$ cat config.mk
export PLATFORM = sky130hd
export DESIGN_NAME = i2c_ackpoll_seq
export DESIGN_NICKNAME = d
export VERILOG_FILES = /design/src/rtl/apoll_pkg.sv /design/src/rtl/apoll_bit_engine.sv /design/src/rtl/apoll_ctrl.sv /design/src/rtl/i2c_ackpoll_seq.sv
export SDC_FILE = /design/constraint.sdc
export NUM_CORES = 1
export LEC_CHECK = 0
export CAP_MARGIN = 0
export CORE_MARGIN = 2
export CORE_UTILIZATION = 59
export DETAILED_ROUTE_END_ITERATION = 7
export DONT_BUFFER_PORTS = 1
export GPL_TIMING_DRIVEN = 0
export PLACE_DENSITY = 0.73
export SLEW_MARGIN = 20
export SYNTH_ARGS = -nofsm -noshare
export SYNTH_HDL_FRONTEND = slang
export SYNTH_SLANG_ARGS = --single-unit
$ cat constraint.sdc
create_clock -name clk -period 2 [get_ports clk]
set_input_delay 0.2 -clock clk [delete_from_list [all_inputs] [get_ports clk]]
set_output_delay 0.2 -clock clk [all_outputs]
set_load 0.03 [all_outputs]
$ cat src/rtl/apoll_pkg.sv
package apoll_pkg;
  localparam int ADDR_W = 13;

  typedef enum logic [1:0] {
    CMD_WRITE = 2'd0,
    CMD_READ  = 2'd1,
    CMD_PING  = 2'd2
  } cmd_e;

  typedef enum logic [2:0] {
    PR_START,
    PR_RSTART,
    PR_STOP,
    PR_WBYTE,
    PR_RBYTE
  } prim_e;

  function automatic logic [7:0] sel_byte(input logic [6:0] dev, input logic rd);
    return {dev, rd};
  endfunction

  function automatic logic [7:0] addr_hi_byte(input logic [ADDR_W-1:0] a);
    return {{(16-ADDR_W){1'b0}}, a[ADDR_W-1:8]};
  endfunction

  function automatic logic [7:0] addr_lo_byte(input logic [ADDR_W-1:0] a);
    return a[7:0];
  endfunction
endpackage

$ cat src/rtl/apoll_bit_engine.sv
module apoll_bit_engine
  import apoll_pkg::*;
#(
  parameter int QTR = 2
) (
  input  logic       clk,
  input  logic       rst_n,
  input  logic       op_valid,
  input  prim_e      op,
  input  logic [7:0] op_byte,
  input  logic       sda_in,
  output logic       done,
  output logic       ack_seen,
  output logic [7:0] rd_byte,
  output logic       scl_lo,
  output logic       sda_lo
);
  localparam int TW = (QTR > 1) ? $clog2(QTR) : 1;

  logic [TW-1:0] tcnt;
  logic          busy_q;
  prim_e         op_q;
  logic [7:0]    shreg;
  logic [3:0]    bitn;
  logic [1:0]    q;
  logic          cond_q;
  logic          pat_scl, pat_sda, pat_cond;

  wire qtr_end   = (tcnt == TW'(QTR - 1));
  wire is_byte   = (op_q == PR_WBYTE) || (op_q == PR_RBYTE);
  wire last_slot = is_byte ? (bitn == 4'd8) : 1'b1;
  wire sample_pt = busy_q && qtr_end && (q == 2'd2);
  wire slot_end  = busy_q && qtr_end && (q == 2'd3);

  // quarter-by-quarter line pattern; outputs are its registered copy
  always_comb begin
    pat_cond = 1'b0;
    case (op_q)
      PR_START:  begin pat_scl = (q == 2'd3); pat_sda = (q != 2'd0); pat_cond = 1'b1; end
      PR_RSTART: begin pat_scl = (q == 2'd0) || (q == 2'd3); pat_sda = (q >= 2'd2); pat_cond = 1'b1; end
      PR_STOP:   begin pat_scl = (q == 2'd0); pat_sda = (q <= 2'd1); pat_cond = 1'b1; end
      default:   begin
        pat_scl = (q == 2'd0) || (q == 2'd3);
        pat_sda = (op_q == PR_WBYTE) && (bitn < 4'd8) && !shreg[7];
      end
    endcase
  end

  always_ff @(posedge clk) begin
    if (!rst_n) begin
      busy_q <= 1'b0; op_q <= PR_STOP; shreg <= 8'h00; bitn <= 4'd0; q <= 2'd0;
      tcnt <= '0; scl_lo <= 1'b0; sda_lo <= 1'b0; cond_q <= 1'b0;
      done <= 1'b0; ack_seen <= 1'b0;
    end else begin
      done <= 1'b0;
      if (!busy_q) begin
        if (op_valid) begin
          busy_q <= 1'b1; op_q <= op; shreg <= op_byte;
          bitn <= 4'd0; q <= 2'd0; tcnt <= '0;
        end
      end else begin
        scl_lo <= pat_scl;
        sda_lo <= pat_sda;
        cond_q <= pat_cond;
        if (qtr_end) tcnt <= '0;
        else         tcnt <= tcnt + 1'b1;
        if (sample_pt) begin
          if (op_q == PR_RBYTE && bitn < 4'd8) shreg <= {shreg[6:0], sda_in};
          if (op_q == PR_WBYTE && bitn == 4'd8) ack_seen <= !sda_in;
        end
        if (slot_end) begin
          if (last_slot) begin
            busy_q <= 1'b0;
            done   <= 1'b1;
          end else begin
            bitn <= bitn + 1'b1;
            q    <= 2'd0;
            if (op_q == PR_WBYTE) shreg <= {shreg[6:0], 1'b0};
          end
        end else if (busy_q && qtr_end) begin
          q <= q + 1'b1;
        end
      end
    end
  end

  assign rd_byte = shreg;

  AST_SDA_QUIET_HIGH: assert property (@(posedge clk) disable iff (!rst_n)
    (!scl_lo && $past(!scl_lo) && (sda_lo != $past(sda_lo))) |-> cond_q);
  AST_ISSUE_WHEN_FREE: assert property (@(posedge clk) disable iff (!rst_n)
    op_valid |-> !busy_q);
endmodule

$ cat src/rtl/apoll_ctrl.sv
module apoll_ctrl
  import apoll_pkg::*;
#(
  parameter int         POLL_LIMIT = 1000,
  parameter logic [6:0] DEV_ADDR   = 7'h50
) (
  input  logic              clk,
  input  logic              rst_n,
  input  logic              cmd_valid,
  output logic              cmd_ready,
  input  logic [1:0]        cmd_op,
  input  logic [ADDR_W-1:0] cmd_addr,
  input  logic [7:0]        cmd_wdata,
  output logic              op_valid,
  output prim_e             op,
  output logic [7:0]        op_byte,
  input  logic              eng_done,
  input  logic              eng_ack,
  input  logic [7:0]        eng_rbyte,
  output logic              done,
  output logic              rd_valid,
  output logic [7:0]        rd_data,
  output logic              tmo_err
);
  localparam int CW = $clog2(POLL_LIMIT + 1);

  typedef enum logic [3:0] {
    S_IDLE, S_START, S_SELW, S_RSTRT_POLL, S_AHI, S_ALO,
    S_DATA, S_RSTRT_RD, S_SELR, S_READ, S_STOP
  } st_e;

  st_e               st;
  logic              issued;
  cmd_e              op_q;
  logic [ADDR_W-1:0] addr_q;
  logic [7:0]        wdata_q;
  logic [CW-1:0]     fails;
  logic              tmo_q;

  wire limit_hit  = (fails == CW'(POLL_LIMIT - 1));
  wire mem_op     = (op_q == CMD_WRITE) || (op_q == CMD_READ);
  wire poll_nack  = eng_done && (st == S_SELW) && !eng_ack;

  assign cmd_ready = (st == S_IDLE);
  assign op_valid  = (st != S_IDLE) && !issued;

  always_comb begin
    op = PR_WBYTE;
    op_byte = 8'h00;
    case (st)
      S_START:                 op = PR_START;
      S_RSTRT_POLL, S_RSTRT_RD: op = PR_RSTART;
      S_SELW:                  op_byte = sel_byte(DEV_ADDR, 1'b0);
      S_SELR:                  op_byte = sel_byte(DEV_ADDR, 1'b1);
      S_AHI:                   op_byte = addr_hi_byte(addr_q);
      S_ALO:                   op_byte = addr_lo_byte(addr_q);
      S_DATA:                  op_byte = wdata_q;
      S_READ:                  op = PR_RBYTE;
      default:                 op = PR_STOP;
    endcase
  end

  always_ff @(posedge clk) begin
    if (!rst_n) begin
      st <= S_IDLE; issued <= 1'b0; op_q <= CMD_WRITE; addr_q <= '0; wdata_q <= 8'h00;
      fails <= '0; tmo_q <= 1'b0; done <= 1'b0; rd_valid <= 1'b0; rd_data <= 8'h00;
      tmo_err <= 1'b0;
    end else begin
      done <= 1'b0; rd_valid <= 1'b0; tmo_err <= 1'b0;
      if (op_valid) issued <= 1'b1;
      if (st == S_IDLE) begin
        if (cmd_valid) begin
          op_q <= cmd_e'(cmd_op); addr_q <= cmd_addr; wdata_q <= cmd_wdata;
          fails <= '0; tmo_q <= 1'b0; st <= S_START;
        end
      end else if (eng_done) begin
        issued <= 1'b0;
        case (st)
          S_START:      st <= S_SELW;
          S_SELW: begin
            if (eng_ack)        st <= mem_op ? S_AHI : S_STOP;
            else if (limit_hit) begin tmo_q <= 1'b1; st <= S_STOP; end
            else begin fails <= fails + 1'b1; st <= S_RSTRT_POLL; end
          end
          S_RSTRT_POLL: st <= S_SELW;
          S_AHI:        st <= S_ALO;
          S_ALO:        st <= (op_q == CMD_WRITE) ? S_DATA : S_RSTRT_RD;
          S_DATA:       st <= S_STOP;
          S_RSTRT_RD:   st <= S_SELR;
          S_SELR:       st <= S_READ;
          S_READ: begin rd_data <= eng_rbyte; st <= S_STOP; end
          default: begin
            st <= S_IDLE;
            if (tmo_q) tmo_err <= 1'b1;
            else begin done <= 1'b1; rd_valid <= (op_q == CMD_READ); end
          end
        endcase
      end
    end
  end

  AST_DONE_TMO_EXCL: assert property (@(posedge clk) disable iff (!rst_n)
    !(done && tmo_err));
  AST_POLL_BOUND: assert property (@(posedge clk) disable iff (!rst_n)
    poll_nack |-> (fails < CW'(POLL_LIMIT)));
  AST_RDV_WITH_DONE: assert property (@(posedge clk) disable iff (!rst_n)
    rd_valid |-> done);
  AST_ACCEPT_BUSY: assert property (@(posedge clk) disable iff (!rst_n)
    (cmd_valid && cmd_ready) |=> !cmd_ready);
endmodule

$ cat src/rtl/i2c_ackpoll_seq.sv
module i2c_ackpoll_seq
  import apoll_pkg::*;
#(
  parameter int         CLK_DIV    = 8,
  parameter int         POLL_LIMIT = 1000,
  parameter logic [6:0] DEV_ADDR   = 7'h50
) (
  input  logic        clk,
  input  logic        rst_n,
  input  logic        cmd_valid,
  output logic        cmd_ready,
  input  logic [1:0]  cmd_op,
  input  logic [12:0] cmd_addr,
  input  logic [7:0]  cmd_wdata,
  input  logic        sda_in,
  output logic        scl_oe,
  output logic        sda_oe,
  output logic        done,
  output logic        rd_valid,
  output logic [7:0]  rd_data,
  output logic        tmo_err
);
  localparam int QTR = CLK_DIV / 4;

  logic       op_valid, eng_done, eng_ack;
  prim_e      op;
  logic [7:0] op_byte, eng_rbyte;

  apoll_ctrl #(.POLL_LIMIT(POLL_LIMIT), .DEV_ADDR(DEV_ADDR)) ctrl_i (
    .clk(clk), .rst_n(rst_n),
    .cmd_valid(cmd_valid), .cmd_ready(cmd_ready), .cmd_op(cmd_op),
    .cmd_addr(cmd_addr), .cmd_wdata(cmd_wdata),
    .op_valid(op_valid), .op(op), .op_byte(op_byte),
    .eng_done(eng_done), .eng_ack(eng_ack), .eng_rbyte(eng_rbyte),
    .done(done), .rd_valid(rd_valid), .rd_data(rd_data), .tmo_err(tmo_err)
  );

  apoll_bit_engine #(.QTR(QTR)) eng_i (
    .clk(clk), .rst_n(rst_n),
    .op_valid(op_valid), .op(op), .op_byte(op_byte), .sda_in(sda_in),
    .done(eng_done), .ack_seen(eng_ack), .rd_byte(eng_rbyte),
    .scl_lo(scl_oe), .sda_lo(sda_oe)
  );

  AST_BUS_FREE_IDLE: assert property (@(posedge clk) disable iff (!rst_n)
    cmd_ready |-> (!scl_oe && !sda_oe));
endmodule

==> flow_metrics.py <==
metrics = {
    "power_and_ir_drop": {
        "ir_drop_mv": 0.549,
        "power.net_switching_w": 0.000767,
        "p_sw_frac": 0.248,
        "p_total_w": 0.00309,
        "power_density_nw_per_um2": 760,
        "p_clk_frac": 0.397,
        "pwr-share-seq": 0.501,
        "internal_power_w": 0.00232,
        "p_comb_frac": 0.101,
        "leakagePower_nw": 1.53,
    },
    "clock_network": {
        "ctsLongestPathBuffers": 2,
        "clk_latency_ns": 0.35,
        "numCtsBuffers": 9,
        "htree_levels": 3,
        "root_buffer": "clkbuf_8",
        "cts_sinks": 73,
        "cts_tree": "done",
        "cts.clk_slew.worst_paths_ns": 0.07,
    },
    "sta": {
        "max_freq_ghz": 0.500,
        "max_slew_margin": 0.407,
        "worstMarginPinSlew_ns": 0.883,
        "fin_worst_skew_ns": 0.00925,
        "final_max_slew_viol_count": 0,
        "rsz0062_at_grt": "true",
        "finalSetupViolCount": 0,
        "fin_crit_sh": 0.999,
        "fin_crit_ns": 2.00,
        "hold_violations": 0,
        "fin_ws_ns": 0.00166,
    },
    "place": {
        "dpl.cell_count": 485,
        "routabilityCongestion": 0.862,
        "io_buffer_count": 0,
        "dpl.hpwl_mm": 5.49,
        "dp_slack_ns": -0.284,
        "place_area_um2": 3480,
    },
    "synth": {
        "synth.distinct_cells": 52,
        "synth_compound_area_frac": 0.165,
        "synth_ff_type": "dfxtp_1",
        "syn_area_um2": 3390,
        "yosysTopAreaCell": "dfxtp_1",
        "ys_warn_count": 0,
        "synthSimpleGateAreaFrac": 0.249,
        "async_flop_share": 0,
        "synth_cells": 413,
        "yosysSeqAreaShare": 0.431,
        "syn_area_per_cell_um2": 8.20,
        "synth_top_family_by_area": "simple AND/OR/NAND/NOR gates",
        "synth_nets": 447,
        "yosysTopAreaCellShare": 0.431,
        "synth_xor_area_frac": 0.0284,
        "synth_seq_cells": 73,
        "synth.most_common_cell": "nand2_1",
        "synthAdderAreaFrac": 0.0259,
        "synth_common_cells": "nand2_1, dfxtp_1, nor2_1",
        "synthTopCellsByArea": "dfxtp_1, nand2_1, a21oi_1",
        "synth-edff-count": 0,
        "synth_mux_area_frac": 0.0543,
    },
    "cells_and_area": {
        "final_area_um2": 4060,
        "n_antenna_cell": 0,
        "drive_gt1_frac": 0.116,
        "synthToLayoutAreaGrowth_pct": 20.0,
        "fillers": 438,
        "multi_input_area_um2": 1850,
        "regArea_um2": 1470,
        "fin_util": 0.734,
        "final_cells": 529,
        "nets": 487,
    },
    "outcome": {
        "outcome": "finished clean",
    },
    "floorplanning": {
        "initial_core_util": 0.611,
        "num_rows": 27,
        "dieArea_um2": 6360,
        "die_x_um": 79.8,
        "die_h_um": 79.8,
        "coreArea_um2": 5540,
        "io_pins": 41,
    },
    "critical_path": {
        "crit-reg2reg-launch": "ctrl_i.st[0]",
        "reg2reg_depth": 6,
        "r2r_slack_ns": 0.002,
        "cp_data_required_time_ns": 2.23,
        "path_cells": "nor4_4, and2_1, buf_6, o2111ai_4, xor2_1, nor2_1",
        "path_max_fanout": 7,
        "endpoint": "ctrl_i.fails[7]",
        "crit_start": "ctrl_i.st[0]",
        "path_buf_inv": 1,
        "slowest_delay_ns": 0.78,
        "critPathArrivalTime_ns": 2.22,
        "cp_top_family": "simple AND/OR/NAND/NOR gates",
        "r2r-end": "ctrl_i.fails[7]",
        "path_depth": 6,
        "critPathLaunchType": "register",
        "cpMaxStageDelayCell": "nor4_4",
        "worstSetupPathType": "reg -> reg",
        "cp-end-kind": "register",
    },
    "global_routing": {
        "grt_max_degree": 13,
        "grt_first_pass_wirelength_mm": 14.1,
        "grt_overflow": 0,
        "grt_pass1_vias": 2984,
        "grt_antenna_before_repair": 0,
        "grt_usage": 0.287,
    },
    "job": {
        "drv_cap": 0,
    },
    "detailed_routing": {
        "first_pass_iters": 5,
        "drt_first_iter_violations": 218,
        "drcViolationCount": 0,
        "vias": 3139,
        "wl_mm": 8.49,
        "antenna_left": 0,
        "wire_per_inst_um": 16.1,
        "vias_per_cell": 5.93,
    },
    "min_path": {
        "hp-class": "in -> reg",
    },
}
[kinds of logic (layout without fill, tap and decap cells)]
logic type               after synthesis  after routing
AND/OR/NAND/NOR                      176            177
AO/OA/AOI/OAI                         91             91
flip-flops                            73             73
buffers and inverters                 37             80
multiplexers                          18             18
XOR/XNOR                              11             11
adder cells (fa/ha/maj)                7              7
[cell type report]
class	instances	area share
tap	72	0.0222
clock inverter	6	0.0206
multi-input combinational	304	0.454
timing repair buffer	30	0.0702
buffer	23	0.0292
sequential	73	0.362
inverter	12	0.0111
clock buffer	9	0.0305
[state kept, by name, summed over array words and instances (netlist names), 2 cells and up, named ones only]
name,cells
eng_i.op_q,3
eng_i.bitn,4
ctrl_i.st,4
ctrl_i.op_q,2
ctrl_i.wdata_q,8
ctrl_i.rd_data,8
ctrl_i.addr_q,13
eng_i.q,2
ctrl_i.fails,10
eng_i.rd_byte,8
[timing repair]
item,CTS,global route
endpoints found under the setup margin,47,44
pin swaps,9,6
gates resized for setup,15,13
gates cloned,1,0
hold buffers,24,0
buffers inserted,4,2
hold endpoints to repair,25,0
[stage by stage]
stage | setup TNS (ns) | hold WS [ns]
finish | 0 | 0.0310
global route | -2.01 | 0.0158
CTS | -0.0151 | 0.0183
detailed placement | -8.74 | 0.343
global placement | -9.40 | 0.338
floorplan | 0 | 0.336
[power groups by stage]
| stage | Combinational [W] | Clock, W | Sequential, W |
|---|---|---|---|
| 2_1_floorplan | 0.000186 | 0 | 0.00156 |
| 3_3_place_gp | 0.000237 | 0 | 0.00157 |
| 3_5_place_dp | 0.000240 | 0 | 0.00158 |
| 4_1_cts | 0.000289 | 0.00125 | 0.00155 |
| 5_1_grt | 0.000344 | 0.00132 | 0.00155 |
| 6_report | 0.000313 | 0.00123 | 0.00155 |
[worst min-delay path by stage]
stage | startpoint | depth (start not counted) | slack, ns | to
CTS | sda_in | 2 | 0.02 | eng_i.ack_seen
floorplan | cmd_wdata[5] | 2 | 0.34 | ctrl_i.wdata_q[5]
global route | sda_in | 2 | 0.02 | eng_i.ack_seen
global placement | cmd_op[0] | 2 | 0.34 | ctrl_i.op_q[0]
detailed placement | cmd_addr[1] | 2 | 0.34 | ctrl_i.addr_q[1]
finish | sda_in | 2 | 0.03 | eng_i.ack_seen
[cell usage in the layout (no fill, tap or decap), drive strengths merged, types with 4 or more instances in the layout]
cell type and n:
nor2 41, a21oi 39, dlygate4sd3 24, clkbuf 21, nor2b 4, a222oi 5
o21ai 22, mux2i 15, nand2b 6, xor2 9, dfxtp 73, nand4b 4
nand3 10, ha 7, and3 7, nor3 5, inv 11, buf 17
nand4 5, clkinv 5, nand2 79
[metal layers]
metal,up-vias,share of wire,global-route usage,wire (um)
li1,1527,-,-,-
met1,1486,0.43,0.361,3650
met2,109,0.50,0.478,4230
met3,17,0.053,0.0588,447
met4,0,0.019,0.124,164
met5,-,0,0,0
Note: power is estimated with default switching activity, not from simulation.
